$ cat src/rtl/flagalu_pkg.sv
package flagalu_pkg;

  typedef enum logic [2:0] {
    OP_ADD  = 3'd0,
    OP_ADC  = 3'd1,
    OP_INC  = 3'd2,
    OP_DEC  = 3'd3,
    OP_CPL  = 3'd4,
    OP_BIT  = 3'd5,
    OP_RSV6 = 3'd6,
    OP_RSV7 = 3'd7
  } alu_op_e;

  // Packed order matches the flag byte: bit 7 down to bit 0
  typedef struct packed {
    logic s;
    logic z;
    logic x5;
    logic h;
    logic x3;
    logic pv;
    logic n;
    logic c;
  } flags_t;

endpackage

$ cat src/rtl/flagalu_addsub.sv
module flagalu_addsub #(
  parameter int DATA_W = 8,
  parameter int NIB_W  = 4
) (
  input  logic [DATA_W-1:0] x,
  input  logic [DATA_W-1:0] y,
  input  logic              cin,
  input  logic              sub,
  output logic [DATA_W-1:0] sum,
  output logic              carry,
  output logic              half,
  output logic              ovf
);
  logic [DATA_W-1:0] y_eff;
  logic              c_eff;
  logic [DATA_W:0]   full;
  logic [NIB_W:0]    low;

  always_comb begin
    y_eff = sub ? ~y : y;
    c_eff = sub ? 1'b1 : cin;
    full  = {1'b0, x} + {1'b0, y_eff} + {{DATA_W{1'b0}}, c_eff};
    low   = {1'b0, x[NIB_W-1:0]} + {1'b0, y_eff[NIB_W-1:0]} + {{NIB_W{1'b0}}, c_eff};
    sum   = full[DATA_W-1:0];
    // in subtract mode a missing carry means a borrow
    carry = full[DATA_W] ^ sub;
    half  = low[NIB_W] ^ sub;
    ovf   = (x[DATA_W-1] == y_eff[DATA_W-1]) && (sum[DATA_W-1] != x[DATA_W-1]);
  end
endmodule

$ cat src/rtl/flagalu_bitops.sv
module flagalu_bitops #(
  parameter int DATA_W = 8,
  parameter int SEL_W  = $clog2(DATA_W)
) (
  input  logic [DATA_W-1:0] a,
  input  logic [SEL_W-1:0]  sel,
  output logic [DATA_W-1:0] inv,
  output logic              tested,
  output logic              top_hit
);
  always_comb begin
    inv     = ~a;
    tested  = a[sel];
    top_hit = (sel == SEL_W'(DATA_W - 1)) && a[DATA_W-1];
  end
endmodule

$ cat src/rtl/flagalu_top.sv
module flagalu_top #(
  parameter int DATA_W = 8,
  parameter int SEL_W  = $clog2(DATA_W)
) (
  input  logic              clk,
  input  logic              rst,
  input  logic              in_valid,
  input  logic [2:0]        op,
  input  logic [DATA_W-1:0] opa,
  input  logic [DATA_W-1:0] opb,
  input  logic [SEL_W-1:0]  bit_sel,
  input  logic [7:0]        flags_in,
  output logic [DATA_W-1:0] res_out,
  output logic [7:0]        flags_out,
  output logic              out_valid
);
  import flagalu_pkg::*;

  localparam int NIB_W = 4;
  localparam logic [DATA_W-1:0] ONE = DATA_W'(1);

  alu_op_e           op_e;
  flags_t            f_old, f_new;
  logic [DATA_W-1:0] add_y, add_sum, inv_a, res_nxt;
  logic              add_cin, add_sub, add_c, add_h, add_v;
  logic              bit_val, bit_top;

  assign op_e  = alu_op_e'(op);
  assign f_old = flags_t'(flags_in);

  always_comb begin
    add_y   = opb;
    add_cin = 1'b0;
    add_sub = 1'b0;
    unique case (op_e)
      OP_ADC:  add_cin = f_old.c;
      OP_INC:  add_y   = ONE;
      OP_DEC:  begin add_y = ONE; add_sub = 1'b1; end
      default: ;
    endcase
  end

  flagalu_addsub #(.DATA_W(DATA_W), .NIB_W(NIB_W)) u_addsub (
    .x(opa), .y(add_y), .cin(add_cin), .sub(add_sub),
    .sum(add_sum), .carry(add_c), .half(add_h), .ovf(add_v)
  );

  flagalu_bitops #(.DATA_W(DATA_W), .SEL_W(SEL_W)) u_bitops (
    .a(opa), .sel(bit_sel), .inv(inv_a), .tested(bit_val), .top_hit(bit_top)
  );

  always_comb begin
    res_nxt = opa;
    f_new   = f_old;
    unique case (op_e)
      OP_ADD, OP_ADC, OP_INC, OP_DEC: begin
        res_nxt  = add_sum;
        f_new.s  = add_sum[DATA_W-1];
        f_new.z  = (add_sum == '0);
        f_new.h  = add_h;
        f_new.pv = add_v;
        f_new.n  = add_sub;
        // increment and decrement leave carry alone
        if (op_e == OP_ADD || op_e == OP_ADC) f_new.c = add_c;
      end
      OP_CPL: begin
        res_nxt = inv_a;
        f_new.h = 1'b1;
        f_new.n = 1'b1;
      end
      OP_BIT: begin
        f_new.s  = bit_top;
        f_new.z  = ~bit_val;
        f_new.pv = ~bit_val;
        f_new.h  = 1'b1;
        f_new.n  = 1'b0;
        f_new.c  = 1'b0;
      end
      default: ;
    endcase
    if (op_e != OP_RSV6 && op_e != OP_RSV7) begin
      f_new.x5 = res_nxt[5];
      f_new.x3 = res_nxt[3];
    end
  end

  always_ff @(posedge clk) begin
    if (rst) begin
      res_out   <= '0;
      flags_out <= '0;
      out_valid <= 1'b0;
    end else begin
      out_valid <= in_valid;
      if (in_valid) begin
        res_out   <= res_nxt;
        flags_out <= f_new;
      end
    end
  end
endmodule

$ cat config.mk
export PLATFORM = sky130hd
export DESIGN_NAME = flagalu_top
export DESIGN_NICKNAME = d
export VERILOG_FILES = /design/src/rtl/flagalu_pkg.sv /design/src/rtl/flagalu_addsub.sv /design/src/rtl/flagalu_bitops.sv /design/src/rtl/flagalu_top.sv
export SDC_FILE = /design/constraint.sdc
export NUM_CORES = 1
export LEC_CHECK = 0
export BUFFER_PORTS_ARGS = -buffer_cell sky130_fd_sc_hd__buf_4
export CORE_ASPECT_RATIO = 0.75
export CORE_MARGIN = 8
export CORE_UTILIZATION = 40
export DETAILED_ROUTE_END_ITERATION = 8
export PLACE_DENSITY = 0.67
export SYNTH_ARGS = -nofsm -noshare
export SYNTH_HDL_FRONTEND = slang
export SYNTH_SLANG_ARGS = --single-unit
$ cat constraint.sdc
create_clock -name clk -period 4.7 [get_ports clk]
set_input_delay 0.94 -clock clk [delete_from_list [all_inputs] [get_ports clk]]
set_output_delay 0.94 -clock clk [all_outputs]
set_load 0.01 [all_outputs]
# [Word level (Yosys, flattened, before mapping)]
# Index checks and enable logic that the tools add are counted.
[totals] ff_bits=17 input_bits=33 output_inout_bits=17 word_cells=48
[op_classes] n_addsub=4 order_cmp=1 eq_ne=10 mux=16 bitwise_logic=5 n_reduce_logical=9
[ops] op="8-bit two-way mux" count=2
[ops] op="8-bit NOT" count=2
[ops] op="8-bit case mux with 2 select lines" count=1
[ops] op="8-bit by 8-bit adder with 9-bit output" count=1
[ops] op="9-bit by 1-bit adder with 9-bit output" count=1
[ops] op="3-bit equality test (second input constant)" count=3
[ops] op="8-bit logical NOT" count=1
[ops] op="1-bit two-way mux" count=7
[ops] op="3-bit by 2-bit equality test with 1-bit output (second input constant)" count=2
[ops] op="3-bit != test (second input constant)" count=2
[ops] op="1-bit case mux with 2 select lines" count=3
[ops] op="4-bit by 4-bit adder with 5-bit output" count=1
[ops] op="5-bit by 1-bit adder with 5-bit output" count=1
[ops] op="3-bit by 4-bit < comparator with 1-bit output (second input constant)" count=1
[ops] op="2-bit case mux with 2 select lines" count=1
[ops] op="2-bit OR reduction" count=2
[ops] op="4-bit OR reduction" count=1
[ops] op="1-bit binary-select mux with 3-bit select" count=1
[ops] op="3-bit by 1-bit equality test with 1-bit output (second input constant)" count=1
[ops] op="1-bit logical AND" count=3
[ops] op="3-bit logical NOT" count=1
[ops] op="1-bit case mux with 3 select lines" count=1
[ops] op="1-bit bitwise XOR" count=2
[ops] op="1-bit equality test" count=1
[ops] op="other kinds (3)" count=3

# [Logic depth before layout (Yosys ltp)]
# Gate-level depths: netlist of the first run.
[logic_depth] depth_word=10 ltp_mapped=13 mapped_depth_nobuf=13

# [Cells and area by module]
# A second synthesis of the first run with hierarchy kept.
[hier_totals] hier_cells=195 hier_area_um2=1590.3
[modules_own_cells] module="flagalu_top" instances=1 cells_each=130 area_each_um2=1066.0 seq_area_each_um2=340.3
[modules_own_cells] module="flagalu_addsub" instances=1 cells_each=50 area_each_um2=421.7 seq_area_each_um2=0.0
[modules_own_cells] module="flagalu_bitops" instances=1 cells_each=15 area_each_um2=102.6 seq_area_each_um2=0.0

# [Least setup slack after synthesis of the first run]
# OpenSTA, ideal clock, no wires.
[synth_path] path_type="input port to flip-flop" startpoint="in op[1]" endpoint="reg res_out[6]" setup_time_ps=75 arrival_ps=3232 required_ps=4625 slack_ps=1393 stages=13 n_path_buf=1 path_cell_list="clkbuf_1 > nand2_1 > nand2_1 > o21ai_0 > fa_1 > inv_1 > fa_1 > nor2b_1 > o31a_1 > o31a_1 > nor3_1 > a21oi_1 > o22ai_1"
[synth_via] elab_chain_len=8 word_cells_on_any_way=16 cone_classes="2 x add/sub; 4 x eq/ne; 6 x mux; 1 x bitwise; 3 x reduce/logical"
[synth_rtl] element="from (decl)" line_no="flagalu_top.sv:8" rtl="input logic [2:0] op,"
[synth_rtl] element="3-bit by 2-bit equality test with 1-bit output" line_no="flagalu_top.sv:35, flagalu_top.sv:55"
[synth_rtl] element="2-bit OR reduction (no source line)"
[synth_rtl] element="8-bit two-way mux" line_no="flagalu_top.sv:35" rtl="unique case (op_e)"
[synth_rtl] element="8-bit NOT" line_no="flagalu_addsub.sv:20" rtl="y_eff = sub ? ~y : y;"
[synth_rtl] element="8-bit two-way mux" line_no="flagalu_addsub.sv:20"
[synth_rtl] element="8-bit by 8-bit adder with 9-bit output" line_no="flagalu_addsub.sv:22" rtl="full = {1'b0, x} + {1'b0, y_eff} + {{DATA_W{1'b0}}, c_eff};"
[synth_rtl] element="9-bit by 1-bit adder with 9-bit output" line_no="flagalu_addsub.sv:22"
[synth_rtl] element="8-bit case mux with 2 select lines (*)" line_no="flagalu_top.sv:55" rtl="unique case (op_e)"
[synth_rtl] element="to (signal assigned)" line_no="flagalu_top.sv:95" rtl="res_out <= res_nxt;"
[synth_rtl] element="to (decl)" line_no="flagalu_top.sv:13" rtl="output logic [DATA_W-1:0] res_out,"
# Every way passes the cells marked *; elsewhere a longest branch is shown, timed or not.
# A chain may end at the register's enable or synchronous reset.

# [Worst setup path in the final report of the first run]
[layout_path] startpoint="in op[2]" endpoint="reg flags_out[2]"
[layout_via] elab_chain_len=10 word_cells_on_any_way=19 cone_classes="2 x add/sub; 6 x eq/ne; 6 x mux; 1 x bitwise; 4 x reduce/logical"
[layout_rtl] element="3-bit by 2-bit equality test with 1-bit output" line_no="flagalu_top.sv:35, flagalu_top.sv:55"
[layout_rtl] element="2-bit OR reduction (no source line)"
[layout_rtl] element="8-bit two-way mux" line_no="flagalu_top.sv:35"
[layout_rtl] element="8-bit NOT" line_no="flagalu_addsub.sv:20"
[layout_rtl] element="8-bit two-way mux" line_no="flagalu_addsub.sv:20"
[layout_rtl] element="8-bit by 8-bit adder with 9-bit output" line_no="flagalu_addsub.sv:22"
[layout_rtl] element="9-bit by 1-bit adder with 9-bit output" line_no="flagalu_addsub.sv:22"
[layout_rtl] element="1-bit != test" line_no="flagalu_addsub.sv:28" rtl="ovf = (x[DATA_W-1] == y_eff[DATA_W-1]) && (sum[DATA_W-1] != x[DATA_W-1]);"
[layout_rtl] element="1-bit logical AND" line_no="flagalu_addsub.sv:28"
[layout_rtl] element="1-bit case mux with 2 select lines (*)" line_no="flagalu_top.sv:55"
[layout_rtl] element="to (signal assigned)" line_no="flagalu_top.sv:96" rtl="flags_out <= f_new;"
[layout_rtl] element="to (decl)" line_no="flagalu_top.sv:14" rtl="output logic [7:0] flags_out,"
# Marks and branches as above.

==> impl_metrics.yaml, run 1 <==
power:
  total_leakage_power_nw: 0.8432
  power.ir.vdd_worst_mv: 0.1929
  power.density_mw_per_mm2: 250.2
global_routing:
  grt_antenna_before_repair: 0
  grt_max_degree: 24
  first_global_vias: 1446
  globalRoute.totalOverflow: 0
  global_route.usage.total: 0.1451
  grt_first_pass_wirelength_um: 6699
critical_path:
  critical_path_class: "input pin to register"
  setup.worst_path.end_class: "register"
  worst-endpoint-required_ns: 4.87
  cpMaxStageDelayCell: "fa_1"
  critical_path_peak_fanout: 23
  critical_path.top_delay_family: "compound AO/OA/AOI/OAI gates"
  worstPathCellList: "buf_4 -> clkinv_1 -> nand2_1 -> o21ai_0 -> fa_1 -> a21oi_1 -> o2111ai_1 -> a21o_2 -> xnor2_1 -> or3_1 -> a311oi_2"
  r2r_setup_slack_ns: 3.44
  critical_path.startpoint_type: "input pin"
  timing.critical_path.slowest_cell_delay_ns: 0.46
  path_buf_inv: 2
  critPathArrivalTime_ns: 3.74
timing:
  final.setup_skew_ns: 0
  fin_setup_tns_ns: 0
  hold-worst-slack_ns: 0.4672
  max_clock_freq_mhz: 280.7
  unrepaired_setup_endpoints_after_global_routing: "false"
  slew_headroom: 0.6361
  timing.final.hold_violations: 0
  slew_violations: 0
  finalWorstPathRequiredPeriod_ns: 3.563
  period_share: 0.7580
  setup_viol_count_final: 0
  timing_worst_slew_pin_value_ns: 0.5452
floorplan:
  die_height_um: 67.22
  floorplan.io_pins: 50
  area_of_the_die_mm2: 0.005665
  die_w_um: 84.29
  placement_rows: 18
  initial_cell_density_of_the_core: 0.4225
  floorplan.core_area_mm2: 0.003311
routing:
  routedWlPerCell_um: 15.35
  detail-route-antenna-nets: 0
  drt-pass1-iter-count: 4
  drt-total-wl_um: 4084
  detail_route.vias_per_cell: 5.436
  num_vias: 1446
  initialDrtViolationCount: 64
  drc_errors: 0
clock_network:
  path_clk_slew_ns: 0.07
  cts_tree: "done"
  cts-hold-fix-buffers: 0
  cts_buffer_depth: 2
  cts_made_buffers: 3
  htreeDepth: 1
  post_cts.repair.setup_buffers: 0
  clock_sinks: 17
  clockRootBuffer: "clkbuf_8"
  cts_resized: 0
  clock_latency_ns: 0.26
layout:
  fin_nets: 269
  antenna_cells: 0
  flow.area_growth_from_synthesis_pct: 30.95
  drive_gt1_frac: 0.2611
  nFillCells: 331
synth:
  syn-num-nets: 223
  post_synth_inst_count: 181
  syn_area_per_cell_um2: 7.728
  seq_area_frac_synth: 0.2433
  synthesis.yosys.warnings: 0
  synth-seq-cells: 17
  syn_area_mm2: 0.001399
  count_of_flip_flops_with_a_built_in_enable_after_synthesis: 0
  async_reset_ff_frac: 0
  ys_types: 45
  synth_flop_cell: "dfxtp_1"
placed_design:
  gp_congestion: 0.8790
  detailedPlacementHpwl_um: 3342
  port_buffers: 49
flow_run:
  max_cap_violations: 0
status:
  outcome: "complete, no violations"
min_path:
  type_of_the_tightest_min_delay_check: "register to register"
[metal layers]
metal / global-route usage / vias up / share of wire
met5: 0 / - / 0
li1: - / 734 / -
met2: 0.2336 / 41 / 0.44
met3: 0.05649 / 6 / 0.069
met1: 0.1789 / 665 / 0.48
met4: 0.03863 / 0 / 0.012
[cells in the final DEF (no fill, tap or decap), drive strengths merged, types with 2 or more instances in the layout]
cell type,Yosys,routed
a211oi,3,3
a21o,2,2
a21oi,12,12
buf,2,49
clkbuf,6,3
clkinv,1,2
dfxtp,17,17
fa,2,2
ha,7,7
inv,10,10
mux2i,4,4
mux4,2,2
nand2,27,27
nand2b,7,7
nand3,4,4
nand4,2,2
nor2,20,20
nor3,2,2
o2111ai,3,3
o211ai,2,2
o21a,2,2
o21ai,8,8
o221ai,2,2
o22ai,2,2
o31a,2,2
o32ai,2,2
xnor2,9,9
xor2,6,6
[area by class of cell]
cell class                      count  area, µm²  area share
Timing Repair Buffer               49      367.9      0.2008
Multi-Input combinational cell    145      985.9      0.5383
Sequential cell                    17      340.3      0.1858
Inverter                           11      41.29     0.02254
Clock inverter                      1      5.005    0.002732
Clock buffer                        3      41.29     0.02254
Tap cell                           40      50.05     0.02732
[through the flow]
| stage | setup slack [ns] | cells | total power, mW | utilization | instance area [µm²] |
|---|---|---|---|---|---|
| floorplan | 1.393 | 181 | 0.2820 | - | 1399 |
| global placement | 0.9495 | 262 | 0.3516 | 0.5393 | 1785 |
| detailed placement | 0.8949 | 262 | 0.3513 | 0.5393 | 1785 |
| CTS | 1.144 | 266 | 0.4637 | 0.5533 | 1832 |
| global route | 0.9007 | 266 | 0.4893 | 0.5533 | 1832 |
| finish | 1.137 | 266 | 0.4584 | 0.5533 | 1832 |
[registers in the layout, indices dropped and copies added (netlist names)]
register,cells
flags_out,8
res_out,8
out_valid,1
[path summary, 6_finish.rpt]
| check | from | endpoint | cells past startpoint |
|---|---|---|---|
| min | res_out[4] | res_out[4] | 2 |
| max reg2reg | flags_out[6] | flags_out[6] | 4 |
| min reg2reg | res_out[4] | res_out[4] | 2 |
| max | op[2] | flags_out[2] | 11 |
[logic make-up (layout without fill, tap and decap cells)]
group,count (synthesis),after routing,synth area share
simple gates,67,67,0.2174
flops,17,17,0.2433
buf+inv,19,64,0.05187
compound gates,48,48,0.2415
xor+xnor,15,15,0.09392
fa+ha+maj,9,9,0.09123
mux,6,6,0.06082
[power by group]
group / total, mW / switching [mW] / internal, mW
combinational: 0.185 / 0.0962 / 0.0891
clock: 0.110 / 0.0510 / 0.0589
sequential: 0.163 / 0.00622 / 0.157
total: 0.458 / 0.153 / 0.305
[synth_stat cells, drive strengths merged (2+ instances only)]
| cell type | instances | area share |
|---|---|---|
| o221ai | 2 | 0.013 |
| clkbuf | 6 | 0.016 |
| xnor2 | 9 | 0.056 |
| a21oi | 12 | 0.043 |
| xor2 | 6 | 0.038 |
| o2111ai | 3 | 0.019 |
| inv | 10 | 0.027 |
| o31a | 2 | 0.013 |
| dfxtp | 17 | 0.24 |
| o21a | 2 | 0.011 |
| buf | 2 | 0.0063 |
| nand3 | 4 | 0.018 |
| mux2i | 4 | 0.029 |
| nand4 | 2 | 0.0089 |
| o211ai | 2 | 0.011 |
| nand2 | 27 | 0.072 |
| ha | 7 | 0.063 |
| fa | 2 | 0.029 |
| nor3 | 2 | 0.0072 |
| a21o | 2 | 0.012 |
| o21ai | 8 | 0.029 |
| nor2 | 20 | 0.055 |
| a211oi | 3 | 0.016 |
| o22ai | 2 | 0.0089 |
| nand2b | 7 | 0.031 |
| mux4 | 2 | 0.032 |
| o32ai | 2 | 0.013 |
[tightest hold or removal path, delay by kind of cell, from the launching register on]
family	cells	cell delay [ns]
DFF	1	0.31
AOI/OAI and AO/OA	1	0.05
and+or+nand+nor	1	0.06
Note: power is estimated with default switching activity, not from simulation.
==> inputs of run 2 (changes only) <==
- ABC_AREA: unset -> 1
- PLACE_DENSITY: 0.67 -> 0.65
- clock period: 4.7 -> 3.35 ns (I/O delays scaled with it)
==> impl_metrics.yaml, run 2 <==
status:
  outcome: "complete, no violations"
global_routing:
  met1_usage: 0.2308
  globalRoute.totalOverflow: 0
  met3_routing_resource_usage_after_global_routing: 0.05140
  grt_antenna_before_repair: 0
  grt_first_pass_wirelength_um: 7962
  first_global_vias: 1687
  grt_max_degree: 26
  grtUsageMet2: 0.2258
  global_route.usage.total: 0.1579
  gr-max-usage-layer: "met1"
timing:
  finalWorstPathRequiredPeriod_ns: 2.495
  max_clock_freq_mhz: 400.7
  unrepaired_setup_endpoints_after_global_routing: "false"
  slew_violations: 0
  slew_headroom: 0.7316
  hold-worst-slack_ns: 0.4743
  timing_worst_slew_pin_value_ns: 0.4022
  fin_setup_tns_ns: 0
  period_share: 0.7449
  timing.final.hold_violations: 0
  setup_viol_count_final: 0
  final.setup_skew_ns: 0
synth:
  ys_top_cells_by_count: "69 x nand2_1, 34 x inv_1, 27 x o21ai_0"
  synthesis.yosys.warnings: 0
  syn_area_mm2: 0.001558
  synth_area_leader_cell: "dfxtp_1"
  seq_area_frac_synth: 0.2185
  syn_area_per_cell_um2: 6.231
  async_reset_ff_frac: 0
  yosys-top-cells-area: "dfxtp_1 22%, nand2_1 17%, o21ai_0 8.7%"
  count_of_flip_flops_with_a_built_in_enable_after_synthesis: 0
  syn-num-nets: 292
  synth-seq-cells: 17
  ys_types: 34
  synth.most_common_cell: "nand2_1"
  post_synth_inst_count: 250
  yosys.area.top_type_share: 0.2185
  synth_flop_cell: "dfxtp_1"
placed_design:
  gp_congestion: 0.8535
  detailedPlacementHpwl_um: 3842
  port_buffers: 49
critical_path:
  timing.critical_path.slowest_cell_delay_ns: 0.44
  critical_path_class: "input pin to register"
  worst_r2r_startpoint: "flags_out[6]"
  r2r_setup_slack_ns: 2.68
  worst-r2r-cell-count: 2
  r2r_end: "flags_out[6]"
  critical_path_cell_count: 14
  worstPathCellList: "buf_4 -> inv_8 -> nand3_1 -> o21ai_0 -> inv_1 -> fa_1 -> inv_1 -> fa_1 -> nand3_1 -> nor2_1 -> nand3_1 -> nor2_1 -> nand2_1 -> a21oi_2"
  critical_path.startpoint_type: "input pin"
  path_buf_inv: 4
  critical_path.top_delay_family: "adder cells"
  critical-path-top-cell-by-count: "nand3_1"
  critical_path_peak_fanout: 17
  worst-endpoint-required_ns: 3.49
  critPathArrivalTime_ns: 2.64
  cpMaxStageDelayCell: "fa_1"
  setup.worst_path.end_class: "register"
power:
  power.share.clock: 0.235
  power.switching_fraction: 0.3576
  internal-power_uw: 418.0
  fin_total_pwr_uw: 650.7
  total_leakage_power_nw: 1.079
  power.combinational.fraction: 0.416
  power.ir.vdd_worst_mv: 0.2613
  power.density_mw_per_mm2: 325.0
  power_frac_seq: 0.349
  p_switching_uw: 232.7
routing:
  initialDrtViolationCount: 77
  detail_route.vias_per_cell: 4.863
  routedWlPerCell_um: 13.42
  detail-route-antenna-nets: 0
  drc_errors: 0
  drt-pass1-iter-count: 4
  drt-total-wl_um: 4696
  num_vias: 1702
layout:
  flow.area_growth_from_synthesis_pct: 28.51
  antenna_cells: 0
  most-common-layout-cells: "69 x nand2_1, 50 x buf_4, 34 x inv_1"
  largestRegisters: "flags_out x8, res_out x8, out_valid x1"
  drive_gt1_frac: 0.2383
  fin_nets: 341
  most_common_cell_after_layout_fill_and_taps_aside: "nand2_1"
floorplan:
  die_height_um: 70.05
  initial_cell_density_of_the_core: 0.4200
  die_w_um: 88.06
  floorplan.io_pins: 50
  floorplan.core_area_mm2: 0.003709
  area_of_the_die_mm2: 0.006168
  placement_rows: 19
clock_network:
  clock_latency_ns: 0.25
  htreeDepth: 1
  cts_tree: "done"
  cts_resized: 0
  path_clk_slew_ns: 0.07
  cts_made_buffers: 3
  cts_buffer_depth: 2
  post_cts.repair.setup_buffers: 0
  cts-hold-fix-buffers: 0
  clockRootBuffer: "clkbuf_8"
  clock_sinks: 17
min_path:
  type_of_the_tightest_min_delay_check: "register to register"
  min_delay_path_depth: 2
  hold_path_startpoint: "flags_out[5]"
  timing.hold.worst_endpoint: "flags_out[5]"
flow_run:
  max_cap_violations: 0
==> run 2: cell count changes in the layout (fill, tap and decap cells not counted), moves of 4 or more <==
cell / previous run / this run
nand2b_1: 7 / 0
inv_1: 10 / 34
nand2_1: 27 / 69
o21ai_0: 8 / 27
nand3_1: 3 / 17
xor2_1: 6 / 1
a21oi_1: 12 / 18
mux2i_1: 4 / 0
xnor2_1: 9 / 1
==> run 2: per-stage QoR <==
step	instances	utilization	cell area (µm²)	worst slack [ns]
after floorplan	250	-	1558	0.6339
after global placement	346	0.5277	1957	0.6454
after detailed placement	346	0.5277	1957	0.6256
after CTS	350	0.5398	2002	0.8829
after global routing	350	0.5398	2002	0.6650
final	350	0.5398	2002	0.8545
==> run 2: worst max path at each step <==
stage / start / to / slack [ns]
finish: op[2] / flags_out[6] / 0.85
global route: op[2] / flags_out[6] / 0.67
CTS: op[2] / flags_out[6] / 0.88
detailed placement: op[2] / flags_out[6] / 0.63
global placement: op[2] / flags_out[6] / 0.65
floorplan: op[2] / flags_out[6] / 0.63
==> run 2: tightest hold or removal path, delay by kind of cell (launching register included) <==
kind / cells / cell delay, ns
AO/OA/AOI/OAI: 1 / 0.06
flip-flops: 1 / 0.31
AND/OR/NAND/NOR: 1 / 0.06
==> run 2: power groups by stage <==
stage	Sequential (mW)	Clock, mW	Combinational (mW)
after floorplan	0.239	0	0.163
after global placement	0.231	0	0.268
after detailed placement	0.231	0	0.269
after CTS	0.227	0.156	0.270
after global routing	0.230	0.172	0.304
final	0.227	0.153	0.270
==> run 2: cells by family (layout without fill, tap and decap cells) <==
family,Yosys count,count (layout),share of synthesized area
AND/OR/NAND/NOR,118,118,0.3462
AO/OA/AOI/OAI,59,59,0.2153
XOR/XNOR,2,2,0.01125
flip-flops,17,17,0.2185
buffers and inverters,45,93,0.1269
adder cells (fa/ha/maj),9,9,0.08193
==> run 2: cell type report <==
cell class              instances  area, µm²
clock buffers                   4      45.04
multi-input cells             188       1020
inverters                      39      156.4
repair buffers                 50      375.4
flip-flops and latches         17      340.3
fillers                       392       1707
well taps                      52      65.06
==> run 2: per-layer routing <==
layer / wire length (µm) / vias up / part of all wire
met1: 2436 / 737 / 0.52
li1: - / 912 / -
met4: 0 / 0 / 0
met5: 0 / - / 0
met3: 372 / 0 / 0.079
met2: 1886 / 53 / 0.40
==> inputs of run 3 (changes only) <==
- ABC_AREA: 1 -> 0
- PLACE_DENSITY: 0.65 -> 0.67
- clock period: 3.35 -> 2.3 ns (I/O delays scaled with it)
==> impl_metrics.yaml, run 3 (synthesis results as in run 1) <==
status:
  outcome: "complete, but fails checks"
  violations_in_the_final_reports: "negative setup slack"
routing:
  initialDrtViolationCount: 69
  drt-total-wl_um: 4618
  drc_errors: 0
  detail-route-antenna-nets: 0
  routedWlPerCell_um: 15.76
  num_vias: 1560
  detail_route.vias_per_cell: 5.324
  drt-pass1-iter-count: 4
critical_path:
  critical_path.top_delay_family: "compound AO/OA/AOI/OAI gates"
  cpMaxStageDelayCell: "fa_2"
  critical_path.startpoint_type: "input pin"
  critical_path_class: "input pin to register"
  worst-r2r-cell-count: 4
  worstPathCellList: "buf_12 -> o211a_1 -> fa_2 -> inv_2 -> fa_2 -> nor2b_1 -> o31a_1 -> buf_4 -> nor4_4 -> nor3_4 -> o41ai_2"
  worst-endpoint-required_ns: 2.46
  path_buf_inv: 3
  critical_path_peak_fanout: 4
  critical-path-top-cell-by-count: "fa_2"
  setup.worst_path.end_class: "register"
  critical_path_cell_count: 11
  critPathArrivalTime_ns: 2.52
  timing.critical_path.slowest_cell_delay_ns: 0.36
global_routing:
  gr-max-usage-layer: "met2"
  grt_antenna_before_repair: 0
  global_route.usage.total: 0.1608
  met1_usage: 0.1975
  grt_first_pass_wirelength_um: 7527
  met3_routing_resource_usage_after_global_routing: 0.05409
  grt_max_degree: 23
  first_global_vias: 1595
  grtUsageMet2: 0.2784
  globalRoute.totalOverflow: 0
layout:
  fin_nets: 296
  most_common_cell_after_layout_fill_and_taps_aside: "buf_4"
  largestRegisters: "flags_out x8, res_out x8, out_valid x1"
  flow.area_growth_from_synthesis_pct: 56.44
  nFillCells: 302
  regArea_um2: 340.3
  drive_gt1_frac: 0.4071
  multi_input_area_mm2: 0.001104
  core_util_final: 0.6610
  most-common-layout-cells: "73 x buf_4, 24 x nand2_1, 19 x nor2_1"
  antenna_cells: 0
timing:
  final.setup.worst_slack_ns: -0.05577
  hold-worst-slack_ns: 0.4771
  period_share: 1.024
  timing_worst_slew_pin_value_ns: 0.3209
  timing.final.hold_violations: 0
  final.setup_skew_ns: 0
  max_clock_freq_mhz: 424.5
  unrepaired_setup_endpoints_after_global_routing: "true"
  setup_viol_count_final: 3
  finalWorstPathRequiredPeriod_ns: 2.356
  slew_headroom: 0.7844
  slew_violations: 0
  fin_setup_tns_ns: -0.07837
power:
  power.ir.vdd_worst_mv: 0.3682
  total_leakage_power_nw: 1.006
  fin_total_pwr_mw: 1.052
  power.density_mw_per_mm2: 480.9
floorplan:
  area_of_the_die_mm2: 0.005665
  die_height_um: 67.22
  initial_cell_density_of_the_core: 0.4225
  die_w_um: 84.29
  floorplan.core_area_mm2: 0.003311
  floorplan.io_pins: 50
  placement_rows: 18
placed_design:
  detailedPlacementHpwl_um: 3742
  gp_congestion: 0.9037
  port_buffers: 49
  place_ws_ns: -0.3832
clock_network:
  cts_buffer_depth: 2
  cts-hold-fix-buffers: 0
  clock_sinks: 17
  cts_tree: "done"
  cts_made_buffers: 3
  clock_latency_ns: 0.25
  clockRootBuffer: "clkbuf_8"
  path_clk_slew_ns: 0.07
  htreeDepth: 1
min_path:
  min_delay_path_depth: 2
  type_of_the_tightest_min_delay_check: "register to register"
flow_run:
  max_cap_violations: 0
==> run 3: cell count changes in the layout (fill, tap and decap cells not counted), moves of 4 or more <==
| cell | change |
|---|---|
| xnor2_1 | +8 |
| nand2_1 | -45 |
| o21ai_0 | -21 |
| buf_4 | +23 |
| nand2b_1 | +7 |
| mux2i_1 | +4 |
| a21oi_1 | -7 |
| inv_1 | -25 |
| nand3_1 | -15 |
| xor2_1 | +5 |
==> run 3: final timing paths <==
path | start | endpoint | slack, ns
setup / recovery | op[1] | flags_out[6] | -0.06
hold / removal | res_out[7] | res_out[7] | 0.48
setup reg to reg | flags_out[6] | flags_out[6] | 1.12
hold reg to reg | res_out[7] | res_out[7] | 0.48
==> run 3: layout make-up <==
| type | count | area share |
|---|---|---|
| repair buffers | 76 | 0.2716 |
| inverters | 11 | 0.02459 |
| well taps | 40 | 0.02287 |
| flip-flops and latches | 17 | 0.1555 |
| multi-input cells | 145 | 0.5043 |
| clock buffers | 3 | 0.01887 |
| clock inverters | 1 | 0.002287 |
==> run 3: where the power goes <==
group	leakage, nW	internal [mW]	switching (mW)
clock	0.0255	0.120	0.103
sequential	0.141	0.321	0.0132
combinational	0.840	0.257	0.238
==> run 3: worst reg2reg max path, delay by kind of cell, from the launching register on <==
family	cells	cell delay [ns]
simple gates	3	0.52
compound gates	1	0.23
flops	1	0.34
==> run 3: routing by layer <==
metal / wire [µm] / part of all wire
met5: 0 / 0
met4: 19 / 0.0041
met3: 271 / 0.059
met2: 2223 / 0.48
met1: 2105 / 0.46
==> run 3: what timing repair did <==
item,CTS,global route
gates resized for setup,13,7
buffers inserted,4,0
cloned,0,0
endpoints found under the setup margin,4,8
pin swaps,14,4
==> run 3: metrics by stage <==
step           instances  cell area [µm²]
5_1_grt              293             2188
3_5_place_dp         285             2002
4_1_cts              293             2152
6_report             293             2188
3_3_place_gp         285             2002
2_1_floorplan        181             1464
